<file path="config.mk">
export PLATFORM = sky130hd
export DESIGN_NAME = tuner_pll_core
export DESIGN_NICKNAME = d
export VERILOG_FILES = /design/src/rtl/tuner_pll_pkg.sv /design/src/rtl/tpll_div.sv /design/src/rtl/tpll_pfd.sv /design/src/rtl/tpll_lock.sv /design/src/rtl/tuner_pll_core.sv
export SDC_FILE = /design/constraint.sdc
export NUM_CORES = 1
export LEC_CHECK = 0
export ABC_AREA = 0
export BUFFER_PORTS_ARGS = -buffer_cell sky130_fd_sc_hd__buf_2
export CAP_MARGIN = 20
export CELL_PAD_IN_SITES_DETAIL_PLACEMENT = 1
export CELL_PAD_IN_SITES_GLOBAL_PLACEMENT = 1
export CORE_MARGIN = 5
export CORE_UTILIZATION = 33
export DETAILED_ROUTE_END_ITERATION = 6
export PLACE_DENSITY_LB_ADDON = 0.1
export RECOVER_POWER = 50
export SYNTH_ARGS = -nofsm -noshare
export SYNTH_HDL_FRONTEND = slang
export SYNTH_SLANG_ARGS = --single-unit
</file>
<file path="constraint.sdc">
create_clock -name clk_i -period 5.08 [get_ports clk_i]
set_clock_uncertainty 0.2 [all_clocks]
set_input_delay 0.254 -clock clk_i [delete_from_list [all_inputs] [get_ports clk_i]]
set_output_delay 0.254 -clock clk_i [all_outputs]
set_load 0.005 [all_outputs]
</file>
<file path="src/rtl/tuner_pll_pkg.sv">
package tuner_pll_pkg;
  localparam int REF_W = 11;

  typedef enum logic [1:0] {
    RATIO_512  = 2'b00,
    RATIO_640  = 2'b01,
    RATIO_1024 = 2'b10
  } ratio_e;

  function automatic logic [REF_W-1:0] ref_mod(input logic [1:0] sel);
    case (sel)
      RATIO_512: ref_mod = REF_W'(512);
      RATIO_640: ref_mod = REF_W'(640);
      default:   ref_mod = REF_W'(1024);
    endcase
  endfunction
endpackage

</file>
<file path="src/rtl/tpll_div.sv">
// Loadable down-counter; modulus sampled only at terminal count.
module tpll_div #(
  parameter int W = 8
) (
  input  logic         clk_i,
  input  logic         rst_ni,
  input  logic         en_i,
  input  logic [W-1:0] mod_i,
  output logic         tc_o
);
  logic [W-1:0] cnt_q;

  assign tc_o = en_i && (cnt_q == '0);

  always_ff @(posedge clk_i or negedge rst_ni) begin
    if (!rst_ni) cnt_q <= '0;
    else if (en_i) begin
      if (cnt_q == '0) cnt_q <= mod_i - W'(1);
      else             cnt_q <= cnt_q - W'(1);
    end
  end
endmodule

</file>
<file path="src/rtl/tpll_pfd.sv">
module tpll_pfd (
  input  logic clk_i,
  input  logic rst_ni,
  input  logic ref_p_i,
  input  logic div_p_i,
  output logic up_o,
  output logic dn_o
);
  logic up_d, dn_d;

  always_comb begin
    up_d = up_o | ref_p_i;
    dn_d = dn_o | div_p_i;
    if (up_d && dn_d) begin
      up_d = 1'b0;
      dn_d = 1'b0;
    end
  end

  always_ff @(posedge clk_i or negedge rst_ni) begin
    if (!rst_ni) begin
      up_o <= 1'b0;
      dn_o <= 1'b0;
    end else begin
      up_o <= up_d;
      dn_o <= dn_d;
    end
  end
endmodule

</file>
<file path="src/rtl/tpll_lock.sv">
// Width of up/down request per reference period, in crystal strobes.
module tpll_lock #(
  parameter int WID_W    = 8,
  parameter int LOCK_THR = 2,
  parameter int LOCK_CNT = 4
) (
  input  logic clk_i,
  input  logic rst_ni,
  input  logic xtal_tick_i,
  input  logic ref_p_i,
  input  logic busy_i,
  output logic locked_o
);
  localparam int GC_W = $clog2(LOCK_CNT + 1);

  logic [WID_W-1:0] wid_q;
  logic [GC_W-1:0]  good_q, good_d;
  logic             good_per;

  assign good_per = (wid_q < WID_W'(LOCK_THR));
  assign good_d   = !good_per ? '0 :
                    (good_q == GC_W'(LOCK_CNT)) ? good_q : good_q + GC_W'(1);

  always_ff @(posedge clk_i or negedge rst_ni) begin
    if (!rst_ni) begin
      wid_q    <= '0;
      good_q   <= '0;
      locked_o <= 1'b0;
    end else if (ref_p_i) begin
      wid_q    <= '0;
      good_q   <= good_d;
      locked_o <= (good_d == GC_W'(LOCK_CNT));
    end else if (xtal_tick_i && busy_i && (wid_q != '1)) begin
      wid_q <= wid_q + WID_W'(1);
    end
  end
endmodule

</file>
<file path="src/rtl/tuner_pll_core.sv">
module tuner_pll_core
  import tuner_pll_pkg::*;
#(
  parameter int N_W      = 15,
  parameter int PRE_DIV  = 8,
  parameter int WID_W    = 8,
  parameter int LOCK_THR = 2,
  parameter int LOCK_CNT = 4
) (
  input  logic           clk_i,
  input  logic           rst_ni,
  input  logic           osc_tick_i,
  input  logic           xtal_tick_i,
  input  logic [N_W-1:0] n_i,
  input  logic [1:0]     ratio_i,
  input  logic           cp_hi_i,
  input  logic           auto_cp_i,
  input  logic           test_en_i,
  input  logic           test_sel_i,
  output logic           up_o,
  output logic           dn_o,
  output logic           cp_hi_o,
  output logic           lock_flag_o,
  output logic           lock_n_o,
  output logic           test_o
);
  localparam int PRE_W = $clog2(PRE_DIV) + 1;

  logic           pre_tc, div_p, ref_p, locked;
  logic           half_q, test_q;
  logic [N_W-1:0] n_eff;

  assign n_eff = (n_i < N_W'(2)) ? N_W'(2) : n_i;

  generate
    if (PRE_DIV > 1) begin : g_pre
      tpll_div #(.W(PRE_W)) u_pre (
        .clk_i (clk_i), .rst_ni(rst_ni), .en_i(osc_tick_i),
        .mod_i (PRE_W'(PRE_DIV)), .tc_o(pre_tc)
      );
    end else begin : g_nopre
      assign pre_tc = osc_tick_i;
    end
  endgenerate

  tpll_div #(.W(N_W)) u_main (
    .clk_i(clk_i), .rst_ni(rst_ni), .en_i(pre_tc), .mod_i(n_eff), .tc_o(div_p)
  );

  tpll_div #(.W(REF_W)) u_ref (
    .clk_i(clk_i), .rst_ni(rst_ni), .en_i(xtal_tick_i),
    .mod_i(ref_mod(ratio_i)), .tc_o(ref_p)
  );

  tpll_pfd u_pfd (
    .clk_i(clk_i), .rst_ni(rst_ni), .ref_p_i(ref_p), .div_p_i(div_p),
    .up_o(up_o), .dn_o(dn_o)
  );

  tpll_lock #(.WID_W(WID_W), .LOCK_THR(LOCK_THR), .LOCK_CNT(LOCK_CNT)) u_lock (
    .clk_i(clk_i), .rst_ni(rst_ni), .xtal_tick_i(xtal_tick_i), .ref_p_i(ref_p),
    .busy_i(up_o | dn_o), .locked_o(locked)
  );

  always_ff @(posedge clk_i or negedge rst_ni) begin
    if (!rst_ni) begin
      half_q <= 1'b0;
      test_q <= 1'b0;
    end else begin
      if (div_p) half_q <= ~half_q;
      test_q <= test_en_i && (test_sel_i ? (div_p ? ~half_q : half_q) : ref_p);
    end
  end

  assign test_o      = test_q;
  assign lock_flag_o = locked;
  assign lock_n_o    = ~locked;
  assign cp_hi_o     = (auto_cp_i && locked) ? 1'b0 : cp_hi_i;
endmodule

</file>
Word-level counts from Yosys, hierarchy flattened
Cells that the tools add are included. W data, S select, Z words.

Input port bits: 25. ROM bits: 0. Flip-flop bits (word level): 46. Output and inout bits: 6. RAM bits: 0. Latch bits: 0. Memories kept: 0. Logic and storage cells: 55.

Reductions and logical operators: 13. Bitwise operators: 5. Shift operators: 0. Mux-type cells: 14. Div/mod/pow operators: 0. Equal/unequal tests: 4. Add/subtract/negate cells: 7. $lt $le $gt $ge: 2. Multipliers: 0.

Operators by type and width (count): $mux W15 (2); $sub A15 B1 Y15 const B (2); $pmux W11 S2 (1); $sub A11 B1 Y11 const B (2); $mux W8 (2); $logic_not A15 Y1 (1); $lt A15 B2 Y1 const B (1); $logic_not A11 Y1 (1); $mux W11 (1); $add A8 B1 Y8 const B (1); $logic_and A1 B1 Y1 (8); $lt A8 B2 Y1 const B (1); $ne A8 B8 Y1 const B (1); $eq A3 B3 Y1 const B (2); $mux W3 (2); $mux W1 (5); $logic_not A4 Y1 (1); $mux W4 (1); $sub A4 B1 Y4 const B (1); $add A3 B1 Y3 const B (1); $or A1 B1 Y1 (3); $eq A2 B1 Y1 const B (1); $logic_not A2 Y1 (1); $not A1 Y1 (2); $reduce_bool A2 Y1 (1).

Longest topological paths before layout
Depth after elaboration: 6. Depth in mapped cells: 14. Mapped depth without buffers: 12.

Cells and area by module
Synthesis repeated with hierarchy kept, for this count alone.

Cell total of the unflattened synthesis: 358. Area total of the unflattened synthesis: 3054.2 um^2.

Modules (own cells, without submodules): tpll_div at u_main (cells each 134, times used 1, area each 1117.3 um^2, seq. area each 375.4 um^2); tpll_div at u_ref (cells each 88, times used 1, area each 748.2 um^2, seq. area each 275.3 um^2); tpll_lock (cells each 69, times used 1, area each 654.4 um^2, seq. area each 300.3 um^2); tpll_div at g_pre.u_pre (cells each 28, times used 1, area each 254.0 um^2, seq. area each 100.1 um^2); tuner_pll_core (cells each 34, times used 1, area each 211.5 um^2, seq. area each 50.0 um^2); tpll_pfd (cells each 5, times used 1, area each 68.8 um^2, seq. area each 50.0 um^2).

Worst setup path after synthesis
No wires, ideal clock.

Path type: register -> register. Start: register u_main.cnt_q[1]. End: register u_main.cnt_q[10]. Cell stages (with the launch flop): 14. Clock period less this slack: 3.582 ns. Data arrival time: 3.304 ns. Buffers on the path: 3. Setup slack: 1.498 ns. Required time: 4.802 ns. Setup time: 0.078 ns. Cells stage by stage: dfrtp_1 -> or4_1 -> buf_2 -> nor4_1 -> clkbuf_1 -> clkbuf_1 -> nand2_1 -> o22ai_1 -> ha_1 -> nand2b_1 -> nor2_1 -> o2111ai_1 -> or4_1 -> a21oi_1.

Cells in the longest elaborated chain, start to end: 2. Elaborated cells between the ends (all ways): 3. Those cells by class: add/sub: 1; mux: 1; reduce/logical: 1.

RTL lines: start, declared (RTL line tpll_div.sv:11) `logic [W-1:0] cnt_q;`; start signal, assigned (RTL line tpll_div.sv:18) `if (cnt_q == '0) cnt_q <= mod_i - W'(1);`; start signal, assigned (RTL line tpll_div.sv:19) `else cnt_q <= cnt_q - W'(1);`; $sub A15 B1 Y15 / $logic_not A15 Y1 (equally long branches) (RTL line tpll_div.sv:19, tpll_div.sv:18); $mux W15 (*) (RTL line tpll_div.sv:18).

Every way passes the cells marked *; elsewhere a longest branch is shown, timed or not. A chain may end at the register's enable or synchronous reset.

Worst setup path in the final report
Start: register u_main.cnt_q[1]. End: register u_main.cnt_q[14].

The elaborated chain is that of the path after synthesis.

==> results.toml <==
[run_status]
status = "complete, but fails checks"
violations = "capacitance limit, slew limit"

[worst_setup_path]
max_stage_delay_ns = 0.66
crit_chain = "or4_1, nor4_2, nand2_1, o22ai_1, ha_1, nand2b_1, nor2_1, o2111ai_1, nor3_1, nor3b_1, xnor2_1"
reg2reg_from = "u_main.cnt_q[1]"
path_max_fanout = 6
cp.arrival_ns = 3.43
critPathBufInv = 0
path_delay_family = "simple AND/OR/NAND/NOR gates"
cp-startpoint = "u_main.cnt_q[1]"
cp-end-kind = "flop"
path_class = "flop to flop"
critPathRequiredTime_ns = 5.11
cp_slowest_cell = "or4_1"
start_kind = "flop"

[pwr]
p_per_area_mw_per_mm2 = 455
total_power_uw = 1430
ir_drop_uv = 165
leakagePower_uw = 0.00130

[sta]
hold_violations = 0
finalSetupTns_ns = 0
worst_pin_slew_ns = 2.65
maxClockFrequency_mhz = 294
drv_slew = 47
setup_viol = 0
min_period_over_period = 0.670
rsz0062_at_grt = "no"
period_needed_ns = 3.40
setup_ws_ns = 1.68
max-slew-margin-rel = -0.770

[clocking]
path_clk_slew_ns = 0.10
h-tree-depth = 2
cts_tree = "built"
clk_latency_ns = 0.30
cts.sinks = 46
cts_setup_buffers = 0
hold_buffers = 1
clockBufferDepth = 2
post_cts_resized = 0
cts-root-buf = "clkbuf_8"
numCtsBuffers = 5

[synthesis]
netlist_area_mm2 = 0.00274
synth_commonest_cells = "dfrtp_1 (46), nor2_1 (45), a21oi_1 (20)"
synth-edff-count = 0
avgSynthCellArea_um2 = 8.97
synth_top_area_frac = 0.420
ys_seq_area_frac = 0.420
async_flop_share = 1.00
synth_area_leader_cell = "dfrtp_1"
yosysMostFrequentCell = "dfrtp_1"
synth-seq-cells = 46
synth_nets = 337
syn_inst = 306
synth-main-ff-cell = "dfrtp_1"
ys_warn_count = 0
synthTopCellsByArea = "dfrtp_1 (42%), nor2_1 (6.2%), a21oi_1 (3.6%), xnor2_1 (3.5%), ha_1 (2.7%)"
yosysUniqueCellTypes = 59

[drt]
drc = 0
via_count = 2487
final_antenna_net_count = 0
vias_per_cell = 5.60
firstDrtPassIters = 4
initialDrtViolationCount = 50
routed_wl_mm = 7.47
wl_per_cell_um = 16.8

[layout]
layout.nets = 369
drive_above_1_share = 0.136
design_area_mm2 = 0.00314
instances_no_fill = 444
diodes = 0
areaGrowthSynthToFinish_pct = 14.4

[floorplanning]
die_w_um = 101
coreArea_mm2 = 0.00818
initial_core_util = 0.336
io_pins = 31
dieArea_mm2 = 0.0102
rows = 33
dieHeight_um = 101

[place]
dp_hpwl_mm = 5.48
place_congestion = 0.751
placed_cell_area_mm2 = 0.00303
place_inst = 435
dp_slack_ns = 1.74
io_buffers = 30

[global_route]
grt_first_pass_wirelength_mm = 12.6
grt_max_degree = 47
grtUsageTotal = 0.152
met3_usage = 0.0262
grt_pass1_vias = 2544
grtUsageMet2 = 0.261
gr-usage-met1 = 0.201
grt_busiest_layer = "met2"
antenna_found_initial = 0
overflow = 0

[flow_run]
cap_violations = 1

[hold_path]
min-delay-path-class = "input pin to flop"
min_from = "test_en_i"
power breakdown:
group          internal, µW  switching [µW]  total, µW
logic                   232             280        512
registers               494             144        639
clock network           147             132        279
total                   873             557       1430
layout make-up:
class / count / area, µm²
clock buffer: 6 / 72.6
clock inverter: 2 / 37.5
fill: 989 / 5040
inverter: 11 / 41.3
multi-input combinational: 240 / 1530
sequential: 46 / 1150
tap: 105 / 131
timing repair buffer: 34 / 176
sequential cells by signal, indices dropped and copies added (netlist names):
| register | count |
|---|---|
| u_main.cnt_q | 15 |
| u_pfd.dn_o | 1 |
| u_lock.good_q | 3 |
| u_lock.wid_q | 8 |
| half_q | 1 |
| u_ref.cnt_q | 11 |
| u_pfd.up_o | 1 |
| g_pre.u_pre.cnt_q | 4 |
| test_o | 1 |
| u_lock.locked_o | 1 |
cells by family (layout without fill, tap and decap cells):
logic type               Yosys count  after routing  synth area share
AO/OA/AOI/OAI                     79             79             0.190
buffers and inverters             20             53            0.0310
multiplexers                       4              4            0.0150
AND/OR/NAND/NOR                  134            134             0.263
flip-flops                        46             46             0.420
adder cells (fa/ha/maj)            6              6            0.0274
XOR/XNOR                          17             17            0.0543
stage by stage:
stage,util,hold WS (ns)
2_1_floorplan,-,-0.242
3_5_place_dp,0.370,0.207
4_1_cts,0.385,0.0153
5_1_grt,0.384,0.0132
3_3_place_gp,0.370,0.206
6_report,0.384,0.0156
placed cells by master (no fill, tap or decap), drive strengths merged, types with 3 or more instances in the layout:
cell / Yosys / routed
ha: 6 / 6
nand4b: 3 / 3
nand2: 16 / 16
o21ai: 15 / 15
nand3: 7 / 7
mux2i: 3 / 3
o22ai: 3 / 3
nor3b: 4 / 4
dfrtp: 46 / 46
xnor2: 11 / 11
a22oi: 3 / 3
nor2: 45 / 45
clkbuf: 6 / 9
or4: 9 / 9
nor4: 10 / 10
and3: 5 / 5
inv: 11 / 11
a31oi: 10 / 10
or3: 3 / 3
a21oi: 21 / 21
nor2b: 3 / 3
xor2: 6 / 6
nor3: 12 / 12
nand4: 4 / 4
buf: 3 / 30
worst paths after layout:
kind,to,slack (ns),cells past startpoint
min in group asynchronous,u_main.cnt_q[8],1.21,3
setup / recovery,u_main.cnt_q[14],1.68,11
setup reg to reg,u_main.cnt_q[14],1.68,11
max in group asynchronous,u_ref.cnt_q[1],1.96,3
hold reg to reg,half_q,0.29,1
hold / removal,test_o,0.02,2
worst reg2reg max path, stage by stage (launching register included):
cell	delay [ns]
dfrtp_1	0.42
or4_1	0.66
nor4_2	0.34
nand2_1	0.09
o22ai_1	0.14
ha_1	0.20
nand2b_1	0.08
nor2_1	0.13
o2111ai_1	0.29
nor3_1	0.34
nor3b_1	0.29
xnor2_1	0.15
routing by layer:
metal / part of all wire / vias to the layer above
met2: 0.48 / 40
met1: 0.47 / 1233
met4: 0.0072 / 0
li1: - / 1209
met5: 0 / -
met3: 0.033 / 5
Note: power is estimated with default switching activity, not from simulation.
